**config.mk**
```make
export PLATFORM = sky130hd
export DESIGN_NAME = dirctl_top
export DESIGN_NICKNAME = d
export VERILOG_FILES = /design/src/rtl/dirctl_pkg.sv /design/src/rtl/dirctl_store.sv /design/src/rtl/dirctl_ack_track.sv /design/src/rtl/dirctl_top.sv
export SDC_FILE = /design/constraint.sdc
export NUM_CORES = 1
export LEC_CHECK = 0
export ABC_CLOCK_PERIOD_IN_PS = 6310
export BUFFER_PORTS_ARGS = -buffer_cell sky130_fd_sc_hd__buf_2
export CAP_MARGIN = 20
export CELL_PAD_IN_SITES_DETAIL_PLACEMENT = 1
export CELL_PAD_IN_SITES_GLOBAL_PLACEMENT = 1
export CORE_ASPECT_RATIO = 0.75
export CORE_UTILIZATION = 45
export DETAILED_ROUTE_END_ITERATION = 16
export PLACE_DENSITY = 0.72
export SETUP_SLACK_MARGIN = 0.1
export SYNTH_ARGS = -nofsm -noshare
export SYNTH_HDL_FRONTEND = slang
export SYNTH_SLANG_ARGS = --single-unit
```
**constraint.sdc**
```tcl
create_clock -name clk -period 6.31 [get_ports clk]
set_clock_uncertainty 0.1 [all_clocks]
set_input_delay 0.631 -clock clk [delete_from_list [all_inputs] [get_ports clk]]
set_output_delay 0.631 -clock clk [all_outputs]
set_load 0.01 [all_outputs]
```
**src/rtl/dirctl_pkg.sv**
```systemverilog
package dirctl_pkg;
    typedef enum logic [1:0] {
        RQ_OWN      = 2'd0,
        RQ_OWN_DATA = 2'd1,
        RQ_KEEP     = 2'd2,
        RQ_WB       = 2'd3
    } req_kind_e;

    typedef enum logic {
        CMD_INV = 1'b0,
        CMD_UPD = 1'b1
    } cmd_kind_e;

    typedef enum logic [2:0] {
        ST_IDLE,
        ST_LOOKUP,
        ST_SEND,
        ST_WAIT,
        ST_GRANT
    } state_e;
endpackage

```
**src/rtl/dirctl_store.sv**
```systemverilog
module dirctl_store #(
    parameter int NC = 4,
    parameter int NB = 8,
    parameter int DW = 32,
    parameter logic [31:0] INIT_BASE = 32'hA000_0000,
    localparam int AW = $clog2(NB)
) (
    input  logic          clk,
    input  logic          rst_n,
    input  logic [AW-1:0] rd_addr,
    output logic [DW-1:0] rd_data,
    output logic [NC-1:0] rd_pres,
    output logic          rd_mod,
    input  logic          mem_we,
    input  logic [AW-1:0] mem_waddr,
    input  logic [DW-1:0] mem_wdata,
    input  logic          dir_we,
    input  logic [AW-1:0] dir_waddr,
    input  logic [NC-1:0] dir_wpres,
    input  logic          dir_wmod
);
    logic [DW-1:0] mem_q  [NB];
    logic [NC-1:0] pres_q [NB];
    logic          mod_q  [NB];

    for (genvar b = 0; b < NB; b++) begin : g_blk
        always_ff @(posedge clk) begin
            if (!rst_n) begin
                mem_q[b]  <= DW'(INIT_BASE) | DW'(b);
                pres_q[b] <= '0;
                mod_q[b]  <= 1'b0;
            end else begin
                if (mem_we && mem_waddr == AW'(b)) begin
                    mem_q[b] <= mem_wdata;
                end
                if (dir_we && dir_waddr == AW'(b)) begin
                    pres_q[b] <= dir_wpres;
                    mod_q[b]  <= dir_wmod;
                end
            end
        end
    end

    assign rd_data = mem_q[rd_addr];
    assign rd_pres = pres_q[rd_addr];
    assign rd_mod  = mod_q[rd_addr];

    // an entry marked Modified names exactly one Owner
    p_owner_unique_r3: assert property (@(posedge clk) disable iff (!rst_n)
        (dir_we && dir_wmod) |-> ($countones(dir_wpres) == 1));
endmodule

```
**src/rtl/dirctl_ack_track.sv**
```systemverilog
module dirctl_ack_track #(
    parameter int NC = 4
) (
    input  logic          clk,
    input  logic          rst_n,
    input  logic          load,
    input  logic [NC-1:0] load_mask,
    input  logic [NC-1:0] ack,
    output logic          all_done
);
    logic [NC-1:0] pending_q;

    always_ff @(posedge clk) begin
        if (!rst_n) begin
            pending_q <= '0;
        end else if (load) begin
            pending_q <= load_mask;
        end else begin
            pending_q <= pending_q & ~ack;
        end
    end

    assign all_done = (pending_q == '0);

    // a fresh load never starts while acknowledgements are still owed
    p_load_when_clear_r5: assert property (@(posedge clk) disable iff (!rst_n)
        load |-> all_done);
endmodule

```
**src/rtl/dirctl_top.sv**
```systemverilog
module dirctl_top #(
    parameter int NC = 4,
    parameter int NB = 8,
    parameter int DW = 32,
    localparam int CW = $clog2(NC),
    localparam int AW = $clog2(NB)
) (
    input  logic          clk,
    input  logic          rst_n,
    input  logic          req_valid,
    output logic          req_ready,
    input  logic [CW-1:0] req_src,
    input  logic [1:0]    req_kind,
    input  logic [AW-1:0] req_addr,
    input  logic [DW-1:0] req_data,
    output logic [NC-1:0] cmd_valid,
    output logic          cmd_kind,
    output logic [AW-1:0] cmd_addr,
    input  logic [NC-1:0] ack_valid,
    input  logic [DW-1:0] ack_data,
    output logic          rsp_valid,
    output logic [CW-1:0] rsp_dst,
    output logic          rsp_has_data,
    output logic [DW-1:0] rsp_data
);
    import dirctl_pkg::*;

    state_e        st_q, st_nx;
    logic [CW-1:0] src_q;
    req_kind_e     kind_q;
    logic [AW-1:0] addr_q;
    logic [DW-1:0] wdata_q;
    logic [NC-1:0] tgt_q;
    cmd_kind_e     ck_q;

    logic [DW-1:0] rd_data;
    logic [NC-1:0] rd_pres;
    logic          rd_mod;
    logic          mem_we, dir_we, dir_wmod;
    logic [DW-1:0] mem_wdata;
    logic [NC-1:0] dir_wpres;
    logic          trk_load, trk_done;

    logic [NC-1:0] src_bit;
    logic          is_owner;
    logic          lk_send;
    logic [NC-1:0] lk_tgt;
    cmd_kind_e     lk_ck;

    dirctl_store #(.NC(NC), .NB(NB), .DW(DW)) store_i (
        .clk      (clk),
        .rst_n    (rst_n),
        .rd_addr  (addr_q),
        .rd_data  (rd_data),
        .rd_pres  (rd_pres),
        .rd_mod   (rd_mod),
        .mem_we   (mem_we),
        .mem_waddr(addr_q),
        .mem_wdata(mem_wdata),
        .dir_we   (dir_we),
        .dir_waddr(addr_q),
        .dir_wpres(dir_wpres),
        .dir_wmod (dir_wmod)
    );

    dirctl_ack_track #(.NC(NC)) track_i (
        .clk      (clk),
        .rst_n    (rst_n),
        .load     (trk_load),
        .load_mask(tgt_q),
        .ack      (ack_valid),
        .all_done (trk_done)
    );

    assign src_bit  = NC'(1) << src_q;
    assign is_owner = rd_mod && (|(rd_pres & src_bit));

    // Decision taken in LOOKUP from the directory entry of the held request
    always_comb begin
        lk_send = 1'b0;
        lk_tgt  = '0;
        lk_ck   = CMD_INV;
        unique case (kind_q)
            RQ_OWN, RQ_OWN_DATA: begin
                lk_tgt  = rd_pres & ~src_bit;
                lk_send = |lk_tgt;
            end
            RQ_KEEP: begin
                if (rd_mod && !is_owner) begin
                    lk_tgt  = rd_pres;
                    lk_ck   = CMD_UPD;
                    lk_send = 1'b1;
                end
            end
            RQ_WB: begin
                lk_send = 1'b0;
            end
        endcase
    end

    // State register and request holding registers
    always_ff @(posedge clk) begin
        if (!rst_n) begin
            st_q    <= ST_IDLE;
            src_q   <= '0;
            kind_q  <= RQ_OWN;
            addr_q  <= '0;
            wdata_q <= '0;
            tgt_q   <= '0;
            ck_q    <= CMD_INV;
        end else begin
            st_q <= st_nx;
            if (st_q == ST_IDLE && req_valid) begin
                src_q   <= req_src;
                kind_q  <= req_kind_e'(req_kind);
                addr_q  <= req_addr;
                wdata_q <= req_data;
            end
            if (st_q == ST_LOOKUP) begin
                tgt_q <= lk_tgt;
                ck_q  <= lk_ck;
            end
        end
    end

    // Transitions
    always_comb begin
        st_nx = st_q;
        unique case (st_q)
            ST_IDLE:   if (req_valid) st_nx = ST_LOOKUP;
            ST_LOOKUP: st_nx = lk_send ? ST_SEND : ST_GRANT;
            ST_SEND:   st_nx = ST_WAIT;
            ST_WAIT:   if (trk_done) st_nx = ST_GRANT;
            ST_GRANT:  st_nx = ST_IDLE;
            default:   st_nx = ST_IDLE;
        endcase
    end

    // Outputs and directory/memory updates
    always_comb begin
        req_ready    = (st_q == ST_IDLE);
        cmd_valid    = '0;
        cmd_kind     = ck_q;
        cmd_addr     = addr_q;
        rsp_valid    = 1'b0;
        rsp_dst      = src_q;
        rsp_has_data = 1'b0;
        rsp_data     = '0;
        trk_load     = 1'b0;
        mem_we       = 1'b0;
        mem_wdata    = ack_data;
        dir_we       = 1'b0;
        dir_wpres    = rd_pres;
        dir_wmod     = 1'b0;
        unique case (st_q)
            ST_SEND: begin
                cmd_valid = tgt_q;
                trk_load  = 1'b1;
            end
            ST_WAIT: begin
                if (ck_q == CMD_UPD && (|(ack_valid & tgt_q))) begin
                    mem_we    = 1'b1;
                    mem_wdata = ack_data;
                    dir_we    = 1'b1;
                    dir_wpres = rd_pres;
                    dir_wmod  = 1'b0;
                end
            end
            ST_GRANT: begin
                rsp_valid = 1'b1;
                unique case (kind_q)
                    RQ_OWN, RQ_OWN_DATA: begin
                        dir_we    = 1'b1;
                        dir_wpres = src_bit;
                        dir_wmod  = 1'b1;
                        if (kind_q == RQ_OWN_DATA) begin
                            rsp_has_data = 1'b1;
                            rsp_data     = rd_data;
                        end
                    end
                    RQ_KEEP: begin
                        rsp_has_data = 1'b1;
                        rsp_data     = rd_data;
                        if (!is_owner) begin
                            dir_we    = 1'b1;
                            dir_wpres = rd_pres | src_bit;
                            dir_wmod  = 1'b0;
                        end
                    end
                    RQ_WB: begin
                        if (is_owner) begin
                            mem_we    = 1'b1;
                            mem_wdata = wdata_q;
                            dir_we    = 1'b1;
                            dir_wpres = rd_pres & ~src_bit;
                            dir_wmod  = 1'b0;
                        end
                    end
                endcase
            end
            default: begin
                cmd_valid = '0;
            end
        endcase
    end

    // acceptance closes the request port
    p_accept_stalls_r9: assert property (@(posedge clk) disable iff (!rst_n)
        (req_valid && req_ready) |=> !req_ready);

    // commands last a single cycle
    p_cmd_pulse_r5: assert property (@(posedge clk) disable iff (!rst_n)
        (|cmd_valid) |=> (cmd_valid == '0));

    // no response while acknowledgements are outstanding
    p_grant_after_acks_r5: assert property (@(posedge clk) disable iff (!rst_n)
        rsp_valid |-> trk_done);

    // the requester never receives its own command
    p_no_self_cmd_r3: assert property (@(posedge clk) disable iff (!rst_n)
        (|cmd_valid) |-> ((cmd_valid & src_bit) == '0));

    // an update-memory command addresses a single cache
    p_update_single_r6: assert property (@(posedge clk) disable iff (!rst_n)
        ((|cmd_valid) && cmd_kind) |-> ($countones(cmd_valid) == 1));
endmodule

```
==> metrics.md, run 1 <==
| Metric | Value |
|---|---|
| Largest net degree at the start of global routing | 57 |
| Switch share | 0.240 |
| Final min period | roughly 4.6 ns |
| IO Pins | 123 |
| Clk buf depth | 3 |
| Critical Path AT | 4.69 ns |
| #FFs+latches synth | 350 |
| Core area | 34700 µm² |
| Cells after Synth | about 1200 |
| DRC Markers | 0 |
| P_sw | roughly 0.0013 W |
| Multiplexer share of the synthesized area | 0.165 |
| Clock Power Share | 0.410 |
| Root Driver | clkbuf_16 |
| Critical path class | register to register |
| Crit path max-delay cell type | o21ai_4 |
| Internal | ~0.0041 W |
| Routed WL | approximately 44000 µm |
| Post-cts gate resize count | 0 |
| Initial antenna violation count | 2 |
| Slew @ Worst Pin | 1.06 ns |
| Setup-failing EPs final | 0 |
| Post-synthesis sequential area ratio | 0.627 |
| Crit-path cells | buf_4 -> nand2b_1 -> o22ai_1 -> o32ai_2 -> o2111ai_4 -> a21o_1 -> o21ai_4 -> buf_4 |
| CP max stage delay | 0.81 ns |
| Post-synth EDFFs | 295 |
| WP buf/inv | 2 |
| Post-CTS Hold Buffers | 0 |
| RSZ-0062 raised after global routing | no |
| Area after DPL | roughly 17000 µm² |
| Power density over the cells | slightly below 300 nW/µm² |
| Via count | 10200 |
| Vias in the first global route | between 10000 and 15000 |
| Largest family of logic cells by synthesized area | multiplexers |
| Post-synth ARST share | 0 |
| Synthesis warning total | 0 |
| Core Rows | just under 60 |
| Clock Sinks | 350 |
| Synth Area in Compound Gates | 0.0477 |
| Post-Synth Simple-Gate Area | 0.133 |
| Effective utilization at floorplan | 0.458 |
| Max cap viols | 0 |
| Synth cell types | between 50 and 60 |
| Global route total overflow | 0 |
| HPWL reported at the end of detailed placement | around 28000 µm |
| Share of cells above drive strength 1 | 0.262 |
| Syn_area_per_cell | approximately 13 µm² |
| Post-DRT Antenna Nets | 0 |
| Post-CTS Setup Bufs | 0 |
| Clock-pin slew on the worst setup and hold paths | approximately 0.070 ns |
| H-tree levels | 2 |
| Status | finished clean |
| Port bufs | between 100 and 150 |
| Mapped Area | between 15000 and 20000 µm² |
| Pre-CTS setup slack | 1.65 ns |
| Post-synthesis xor/xnor area fraction | 0 |
| Design area | 18200 µm² |
| Die Width | 219 µm |
| Die height | about 160 µm |
| Max VDD drop | between 0.15 and 0.2 mV |
| Critical Path Fanout Max | 24 |
| CTS tree | built |
| Pre-Repair DR Iteration Count | 5 |
| CP top delay family | compound AO/OA/AOI/OAI gates |
| Final hold viol count | 0 |
| Power share of the sequential group | 0.496 |
| WL/cell | ~24 µm |
| Syn nets | 1278 |
| Setup TNS | 0 ns |
| Total CTS buffers | 36 |
| Gr usage total | 0.250 |
| Maximum achievable frequency | approximately 220 MHz |
| Critical path capture point type | register |
| Insertion delay to the later sink of the worst-skew pair | around 0.53 ns |
| Worst EP required | around 6.4 ns |
| Leakage power | 6.44 nW |
| Final net count | 1384 |
| Adder-Cell Fraction of Synth Area | 0.00315 |
| Syn-to-layout area delta | 14.5% |
| Crit start category | register |
| Period utilization | 0.725 |
| First-pass GRT wire length | between 60000 and 70000 µm |
| Die area | ~36000 µm² |
| Crit-path most repeated cell | buf_4 |
| Power Total | about 0.0054 W |
| DRT iter0 DRCs | 840 |
| Vias per inst | between 5 and 6 |
| Max-slew violations | 0 |
| Fin worst setup slack | ~1.7 ns |
| GPL Wtd Cong | 0.841 |
| Worst min path class | primary input to register |
| Top_reg_cell synth | edfxtp_1 |
| Gate power share | 0.094 |
| Max_slew headroom | 0.295 |
flip-flops by register name, summed over array words and instances (netlist names), named ones only:
name,count
tgt_q,4
track_i.pending_q,4
store_i.mem_q,256
wdata_q,32
store_i.pres_q,32
cmd_kind,1
store_i.mod_q,8
rsp_dst,2
cmd_addr,3
kind_q,2
st_q,3
power by group through the flow:
stage | Sequential [W] | Clock (W) | Combinational [W]
global placement | 0.00269 | 0 | 0.000496
global route | 0.00266 | 0.00230 | 0.000545
CTS | 0.00265 | 0.00222 | 0.000508
floorplan | 0.00267 | 0 | 0.000348
finish | 0.00265 | 0.00219 | 0.000502
detailed placement | 0.00270 | 0 | 0.000506
worst min-delay path, delay by kind of cell:
kind	cells	cell delay, ns
buffers and inverters	1	0.09
AO/OA/AOI/OAI	1	0.06
AND/OR/NAND/NOR	1	0.04
layout by cell type, fill, tap and decap left out, types with 5 or more instances in the layout:
cell	count
a21boi_0	39
a21oi_1	7
and3_1	6
buf_2	121
buf_4	23
bufinv_16	5
clkbuf_16	37
clkinv_2	9
dfxtp_1	52
edfxtp_1	295
mux2_2	9
mux2i_1	49
mux2i_2	23
mux2i_4	6
mux4_2	70
nand2_1	123
nand2b_1	11
nand3_1	7
nor2_1	290
nor2_2	10
nor2b_1	11
nor3_1	14
o21ai_0	16
o21ai_4	8
cell families after synthesis:
group | after synthesis
DFF | 350
and+or+nand+nor | 502
muxes | 157
AOI/OAI and AO/OA | 103
buffers and inverters | 80
adders and majority gates | 4
final cells by class:
class,count,area (µm²)
diodes,1,2.50
clock buffers,41,951
clock inverters,21,240
repair buffers,144,778
multi-input cells,766,5650
flip-flops and latches,350,9970
fillers,3478,16500
inverters,4,15.0
well taps,457,572
per-stage QoR:
step	utilization	std cells	hold WS, ns
2_1_floorplan	-	1196	0.335
3_3_place_gp	0.490	1721	0.358
3_5_place_dp	0.490	1721	0.363
4_1_cts	0.524	1783	0.230
5_1_grt	0.524	1784	0.234
6_report	0.524	1784	0.244
cell usage after synthesis (all sizes together) (3+ instances only):
library cell	instances	area share
a2111oi	3	0.0017
a21boi	40	0.020
a21oi	7	0.0022
a22oi	3	0.0014
and2	4	0.0016
and3	6	0.0024
buf	40	0.014
clkbuf	36	0.0085
dfxtp	55	0.069
edfxtp	295	0.56
ha	4	0.0032
inv	4	0.00095
mux2	9	0.0064
mux2i	78	0.059
mux4	70	0.099
nand2	125	0.030
nand2b	11	0.0043
nand3	10	0.0050
nand4	4	0.0016
nor2	300	0.072
nor2b	11	0.0043
nor3	14	0.0044
nor3b	4	0.0019
o21a	4	0.0019
o21ai	26	0.0087
o22ai	3	0.0020
or2	8	0.0032
per-layer routing:
metal / global-route usage / vias to the layer above / wire [µm]
li1: - / 4562 / -
met1: 0.347 / 5312 / 19300
met2: 0.405 / 287 / 20900
met3: 0.0525 / 56 / 2800
met4: 0.0590 / 2 / 706
met5: 0 / - / 13
final timing paths:
path | start | endpoint | slack (ns) | cells after the start
max | register | store_i.mem_q[3][8]$_SDFFCE_PN0P_ | 1.73 | 8
min | req_data[18] | wdata_q[18]$_SDFFE_PN0P_ | 0.24 | 3
max reg2reg | register | store_i.mem_q[3][8]$_SDFFCE_PN0P_ | 1.73 | 8
min reg2reg | wdata_q[6]$_SDFFE_PN0P_ | wdata_q[6]$_SDFFE_PN0P_ | 0.37 | 2
Power figures use the tool's default switching activity.
==> run 2: changes to the inputs <==
- ABC_CLOCK_PERIOD_IN_PS: 6310 -> 4600
- clock period: 6.31 -> 4.6 ns (I/O delays scaled with it)
==> run 2 against run 1 <==
Total power is 35% higher; routed wire length is 1.9% higher; design area is 0.12% lower; combinational power is 41% higher; critical path depth stayed put; sequential power is 37% higher; clock-buffer cell count is 13 higher; clock power is 31% higher; via count is 1.3% higher; global-route usage is 0.62 points higher; first-iteration DRC count is 6.9% higher; register-to-register slack worse by 0.84 ns; critical endpoint is now store_i.pres_q[6][3]$_SDFFCE_PN0P_; largest cell class unchanged; largest power group unchanged; highest routed layer is now met4.
==> metrics.md, run 2 (synthesis gave the netlist of run 1 again) <==
| Metric | Value |
|---|---|
| Crit start category | register |
| Core area | 34700 µm² (unchanged) |
| Max FFs per register | 256 (unchanged) |
| DRT iter0 DRCs | 898 (+6.9%) |
| First-pass GRT wire length | 67400 µm (+1.4%) |
| Worst min path class | primary input to register |
| Critical path capture point type | register |
| CTS tree | built |
| Post-CTS Setup Bufs | 0 (unchanged) |
| Hold WS | 0.0730 ns (-0.171 ns) |
| Status | finished clean |
| Port bufs | 122 (unchanged) |
| IO Pins | 123 (unchanged) |
| Largest Register | store_i.mem_q |
| Post-DRT Antenna Nets | 0 (unchanged) |
| Routed WL | 44500 µm (+1.9%) |
| Setup TNS | 0 ns (unchanged) |
| Final hold viol count | 0 (unchanged) |
| Commonest non-fill, non-tap cells in the layout | 295 x edfxtp_1, 290 x nor2_1, 123 x nand2_1 |
| Insertion delay to the later sink of the worst-skew pair | 0.54 ns (about the same) |
| H-tree levels | 2 (unchanged) |
| Clock-pin slew on the worst setup and hold paths | 0.06 ns (about the same) |
| Die Width | 219 µm (unchanged) |
| DRC Markers | 0 (unchanged) |
| Total CTS buffers | 37 (+2.8%) |
| Period utilization | 0.805 (+0.0801) |
| Max VDD drop | 0.340 mV (+110%) |
| Biggest regs | store_i.mem_q: 256 flops, store_i.pres_q: 32 flops, wdata_q: 32 flops |
| Core Rows | 59 (unchanged) |
| Max cap viols | 0 (unchanged) |
| Max-slew violations | 0 (unchanged) |
| Clock Sinks | 350 (unchanged) |
| GPL Wtd Cong | 0.865 (+2.9%) |
| Syn-to-layout area delta | 14.3% |
| Pre-Repair DR Iteration Count | 5 (unchanged) |
| Gr usage total | 0.256 (+0.00616) |
| Area after DPL | 17000 µm² (about the same) |
| Critical path class | register to register |
| Vias in the first global route | 10800 (-1.6%) |
| Final net count | 1388 (+0.29%) |
| Die height | 165 µm (unchanged) |
| Post-cts gate resize count | 0 (unchanged) |
| Design area | 18200 µm² (-0.12%) |
| Worst EP required | 4.66 ns (-1.76 ns) |
| Max_slew headroom | 0.387 (+0.0923) |
| Largest net degree at the start of global routing | 49 (-14%) |
| Maximum achievable frequency | 270 MHz (+24%) |
| Effective utilization at floorplan | 0.458 (unchanged) |
| Global route total overflow | 0 (unchanged) |
| Vias per inst | 5.78 (+0.93%) |
| HPWL reported at the end of detailed placement | 27000 µm (-4.3%) |
| Via count | 10300 (+1.3%) |
| Clk buf depth | 3 (unchanged) |
| ANT cells | 0 (-1) |
| Setup-failing EPs final | 0 (unchanged) |
| Critical Path AT | 3.77 ns (-0.92 ns) |
| Initial antenna violation count | 0 (-2) |
| Critical Path Fanout Max | 24 (unchanged) |
| Final min period | 3.70 ns (-0.872 ns) |
| Power density over the cells | 397 nW/µm² (+35%) |
| Commonest non-fill, non-tap cell in the layout | edfxtp_1 |
| RSZ-0062 raised after global routing | no |
| Root Driver | clkbuf_16 |
| Post-CTS Hold Buffers | 0 (unchanged) |
| Die area | 36100 µm² (unchanged) |
| Leakage power | 6.42 nW (-0.26%) |
| Slew @ Worst Pin | 0.920 ns (-0.137 ns) |
| Share of cells above drive strength 1 | 0.259 (-0.00363) |
| WL/cell | 24.9 µm (+1.5%) |
-- run 2: cell types whose count changed in the layout (fill, tap and decap cells not counted), sizes merged --
cell    previous run  this run
diode              1         0
buf              144       147
inv                6         5
clkbuf            41        54
clkinv            13        10
bufinv             5         0
-- run 2: layout make-up --
cell class | instances | area, µm²
fillers | 3494 | 16500
flip-flops and latches | 350 | 9970
multi-input cells | 766 | 5650
clock buffers | 54 | 1070
repair buffers | 147 | 813
well taps | 457 | 572
clock inverters | 12 | 63.8
inverters | 4 | 15.0
-- run 2: per-stage QoR --
step | power [W] | std cells | setup slack [ns] | utilization
after floorplan | 0.00413 | 1196 | -0.385 | -
after global placement | 0.00438 | 1723 | 1.11 | 0.490
after detailed placement | 0.00440 | 1723 | 0.906 | 0.490
after CTS | 0.00725 | 1789 | 0.903 | 0.523
after global routing | 0.00742 | 1790 | 0.632 | 0.523
final | 0.00721 | 1790 | 0.896 | 0.523
-- run 2: worst paths after layout --
kind                            slack [ns]  depth (start not counted)                                 end               startpoint
worst min-delay path                  0.07                          3            wdata_q[10]$_SDFFE_PN0P_             req_data[10]
worst max-delay path                  0.90                          8  store_i.pres_q[6][3]$_SDFFCE_PN0P_                 register
worst max register to register        0.90                          8  store_i.pres_q[6][3]$_SDFFCE_PN0P_                 register
worst min register to register        0.38                          2             wdata_q[5]$_SDFFE_PN0P_  wdata_q[5]$_SDFFE_PN0P_
-- run 2: critical path: stages (launching register included) --
cell and delay, ns:
dfxtp_4 0.60, mux2i_1 0.16, mux4_2 0.53, o32ai_2 0.33
o2111ai_4 0.20, buf_4 0.29, o211ai_2 0.21, nand2_2 0.26
o21ai_0 0.65
-- run 2: where the power goes --
part / internal (W) / switching [W] / total, W
clock network: 0.00162 / 0.00125 / 0.00287
registers: 0.00355 / 0.0000910 / 0.00364
logic: 0.000270 / 0.000435 / 0.000706
total: 0.00544 / 0.00177 / 0.00721
-- run 2: metal layers --
| metal | vias up | routed length [µm] | track usage |
|---|---|---|---|
| li1 | 4558 | - | - |
| met1 | 5396 | 20000 | 0.367 |
| met4 | 0 | 671 | 0.0590 |
| met3 | 52 | 2500 | 0.0368 |
| met5 | - | 0 | 0 |
| met2 | 343 | 21300 | 0.416 |
==> run 3: changes to the inputs <==
- ABC_CLOCK_PERIOD_IN_PS: 4600 -> 3240
- PLACE_DENSITY: 0.72 -> 0.75
- clock period: 4.6 -> 3.24 ns (I/O delays scaled with it)
==> run 3 against run 2 <==
Critical path depth down 2; combinational power up 66%; first-iteration DRC count rose by 0.67%; register-to-register slack worse by 0.72 ns; total power up 50%.
==> metrics.md, run 3 (synthesis gave the netlist of run 1 again) <==
| Metric | Value |
|---|---|
| Status | finished clean |
| Hold WS | 0.0127 ns (-0.0603 ns) |
| Period utilization | 0.946 |
| Commonest non-fill, non-tap cell in the layout | edfxtp_1 |
| R2R Setup Slk | 0.18 ns (-0.72 ns) |
| Final min period | ~3.1 ns |
| Vias per inst | 5.90 (+2.0%) |
| Biggest regs | store_i.mem_q: 256 flops, store_i.pres_q: 32 flops, wdata_q: 32 flops |
| Critical path class | register to primary output |
| R2R depth | 7 (-1) |
| Fin worst setup slack | 0.176 ns (-0.720 ns) |
| Pre-Repair DR Iteration Count | 5 (unchanged) |
| Slew @ Worst Pin | 1.04 ns (+0.118 ns) |
| DRC Markers | 0 (unchanged) |
| IO Pins | 123 (unchanged) |
| Final net count | 1465 (+5.5%) |
| Worst min path class | primary input to register |
| CTS tree | built |
| Core area | 34700 µm² (unchanged) |
| Routed WL | 49100 µm (+10%) |
| Vias in the first global route | 11700 (+8.7%) |
| DRT iter0 DRCs | 904 (+0.67%) |
| Clock-pin slew on the worst setup and hold paths | 0.06 ns (about the same) |
| Crit start category | register |
| HPWL reported at the end of detailed placement | 29000 µm (+7.3%) |
| Worst EP required | 2.82 ns (-1.84 ns) |
| Clk buf depth | 3 (unchanged) |
| Largest net degree at the start of global routing | 46 (-6.1%) |
| Final hold viol count | 0 (unchanged) |
| Via count | 11000 (+6.5%) |
| Power density over the cells | 555 nW/µm² (+40%) |
| Critical Path Sink | rsp_data[17] |
| Syn-to-layout area delta | 22.6% |
| Total CTS buffers | 36 (-2.7%) |
| FF-to-FF End | store_i.mem_q[0][27]$_SDFFCE_PN0P_ |
| Post-route insts no fill | 1869 (+4.4%) |
| Maximum achievable frequency | around 330 MHz |
| Max-slew violations | 0 (unchanged) |
| Placed Instances | 1757 (+2.0%) |
| Die Width | 219 µm (unchanged) |
| Clock Sinks | 350 (unchanged) |
| RSZ-0062 raised after global routing | no |
| Max cap viols | 0 (unchanged) |
| Critical path capture point type | primary output |
| Die area | 36100 µm² (unchanged) |
| Post-DRT Antenna Nets | 0 (unchanged) |
| Die height | 165 µm (unchanged) |
| Commonest non-fill, non-tap cells in the layout | 295 x edfxtp_1, 290 x nor2_1, 123 x nand2_1 |
| Pre-CTS setup slack | -0.176 ns (-1.08 ns) |
| Hold path depth | 3 (unchanged) |
| Max VDD drop | 0.354 mV (+4.2%) |
| Core Rows | 59 (unchanged) |
| WL/cell | 26.3 µm (+5.6%) |
| Share of cells above drive strength 1 | 0.284 (+0.0254) |
| Gr usage total | 0.278 (+0.0216) |
| Setup TNS | 0 ns (unchanged) |
| Power Total | 0.0108 W (+50%) |
| Critical Path AT | 2.64 ns (-1.13 ns) |
| Critical Path Fanout Max | 42 (+75%) |
| Initial antenna violation count | 1 (+1) |
| Leakage power | 7.00 nW (+9.0%) |
| Insertion delay to the later sink of the worst-skew pair | 0.55 ns (about the same) |
| Global route total overflow | 0 (unchanged) |
| Port bufs | 122 (unchanged) |
| Max_slew headroom | 0.306 (-0.0814) |
| Fill cells | 3410 (-2.4%) |
| Effective utilization at floorplan | 0.458 (unchanged) |
| First-pass GRT wire length | 73100 µm (+8.4%) |
| Setup-failing EPs final | 0 (unchanged) |
| H-tree levels | 2 (unchanged) |
| Root Driver | clkbuf_16 |
| GPL Wtd Cong | 0.893 (+3.2%) |
| Largest Register | store_i.mem_q |
| Max FFs per register | 256 (unchanged) |
==> run 3: per-stage QoR <==
| step | area (µm²) | util |
|---|---|---|
| final | 19500 | 0.561 |
| after global routing | 19500 | 0.561 |
| after CTS | 19400 | 0.559 |
| after detailed placement | 17500 | 0.503 |
| after global placement | 17500 | 0.503 |
| after floorplan | 16000 | - |
==> run 3: final cells by class <==
cell class                      instances  area (µm²)  share of cell area
Inverter                                4        15.0            0.000771
Tap cell                              457         572              0.0294
Clock inverter                         20         255              0.0131
Timing Repair Buffer                  225        1770              0.0907
Antenna cell                            1        2.50            0.000129
Clock buffer                           46        1020              0.0524
Sequential cell                       350        9970               0.512
Multi-Input combinational cell        766        5870               0.302
==> run 3: what timing repair did <==
| item | 4_1_cts | 5_1_grt |
|---|---|---|
| endpoints found under the setup margin | 310 | 512 |
| resized for setup | 26 | 7 |
| hold buffers | 39 | 0 |
| endpoints found under the hold margin | 41 | 0 |
| pin swaps | 1 | 1 |
| gates cloned | 1 | 0 |
| buffers inserted | 1 | 4 |
==> run 3: critical path, cell delays in order, from the launching register on <==
cell and delay, ns:
dfxtp_4 0.39, buf_6 0.20, buf_16 0.32, mux4_2 0.57, mux2i_1 0.35, nor2_1 0.07, buf_2 0.15
==> run 3: worst min path at each step <==
stage,start,to,slack [ns]
after floorplan,store_i.mod_q[4]$_DFF_P_,store_i.mod_q[4]$_DFF_P_,0.34
after global routing,req_data[30],wdata_q[30]$_SDFFE_PN0P_,0.01
final,req_data[30],wdata_q[30]$_SDFFE_PN0P_,0.01
after detailed placement,wdata_q[3]$_SDFFE_PN0P_,wdata_q[3]$_SDFFE_PN0P_,0.37
after CTS,ack_valid[3],track_i.pending_q[3]$_SDFF_PN0_,0.0003
after global placement,wdata_q[5]$_SDFFE_PN0P_,wdata_q[5]$_SDFFE_PN0P_,0.35
==> run 3: per-layer routing <==
layer  up-vias  GRT usage  wire, µm
met5         -    0.00139         0
met4         0     0.0780      1080
met2       459      0.463     24100
met1      5755      0.378     20400
li1       4736          -         -
met3        73     0.0464      3460
==> run 3: report_power, final <==
group          leakage [nW]  internal, W  switching (W)
Clock                 0.627      0.00265        0.00184
Sequential             3.40      0.00503       0.000123
Combinational          2.98     0.000479       0.000688
Total                  7.00      0.00816        0.00265
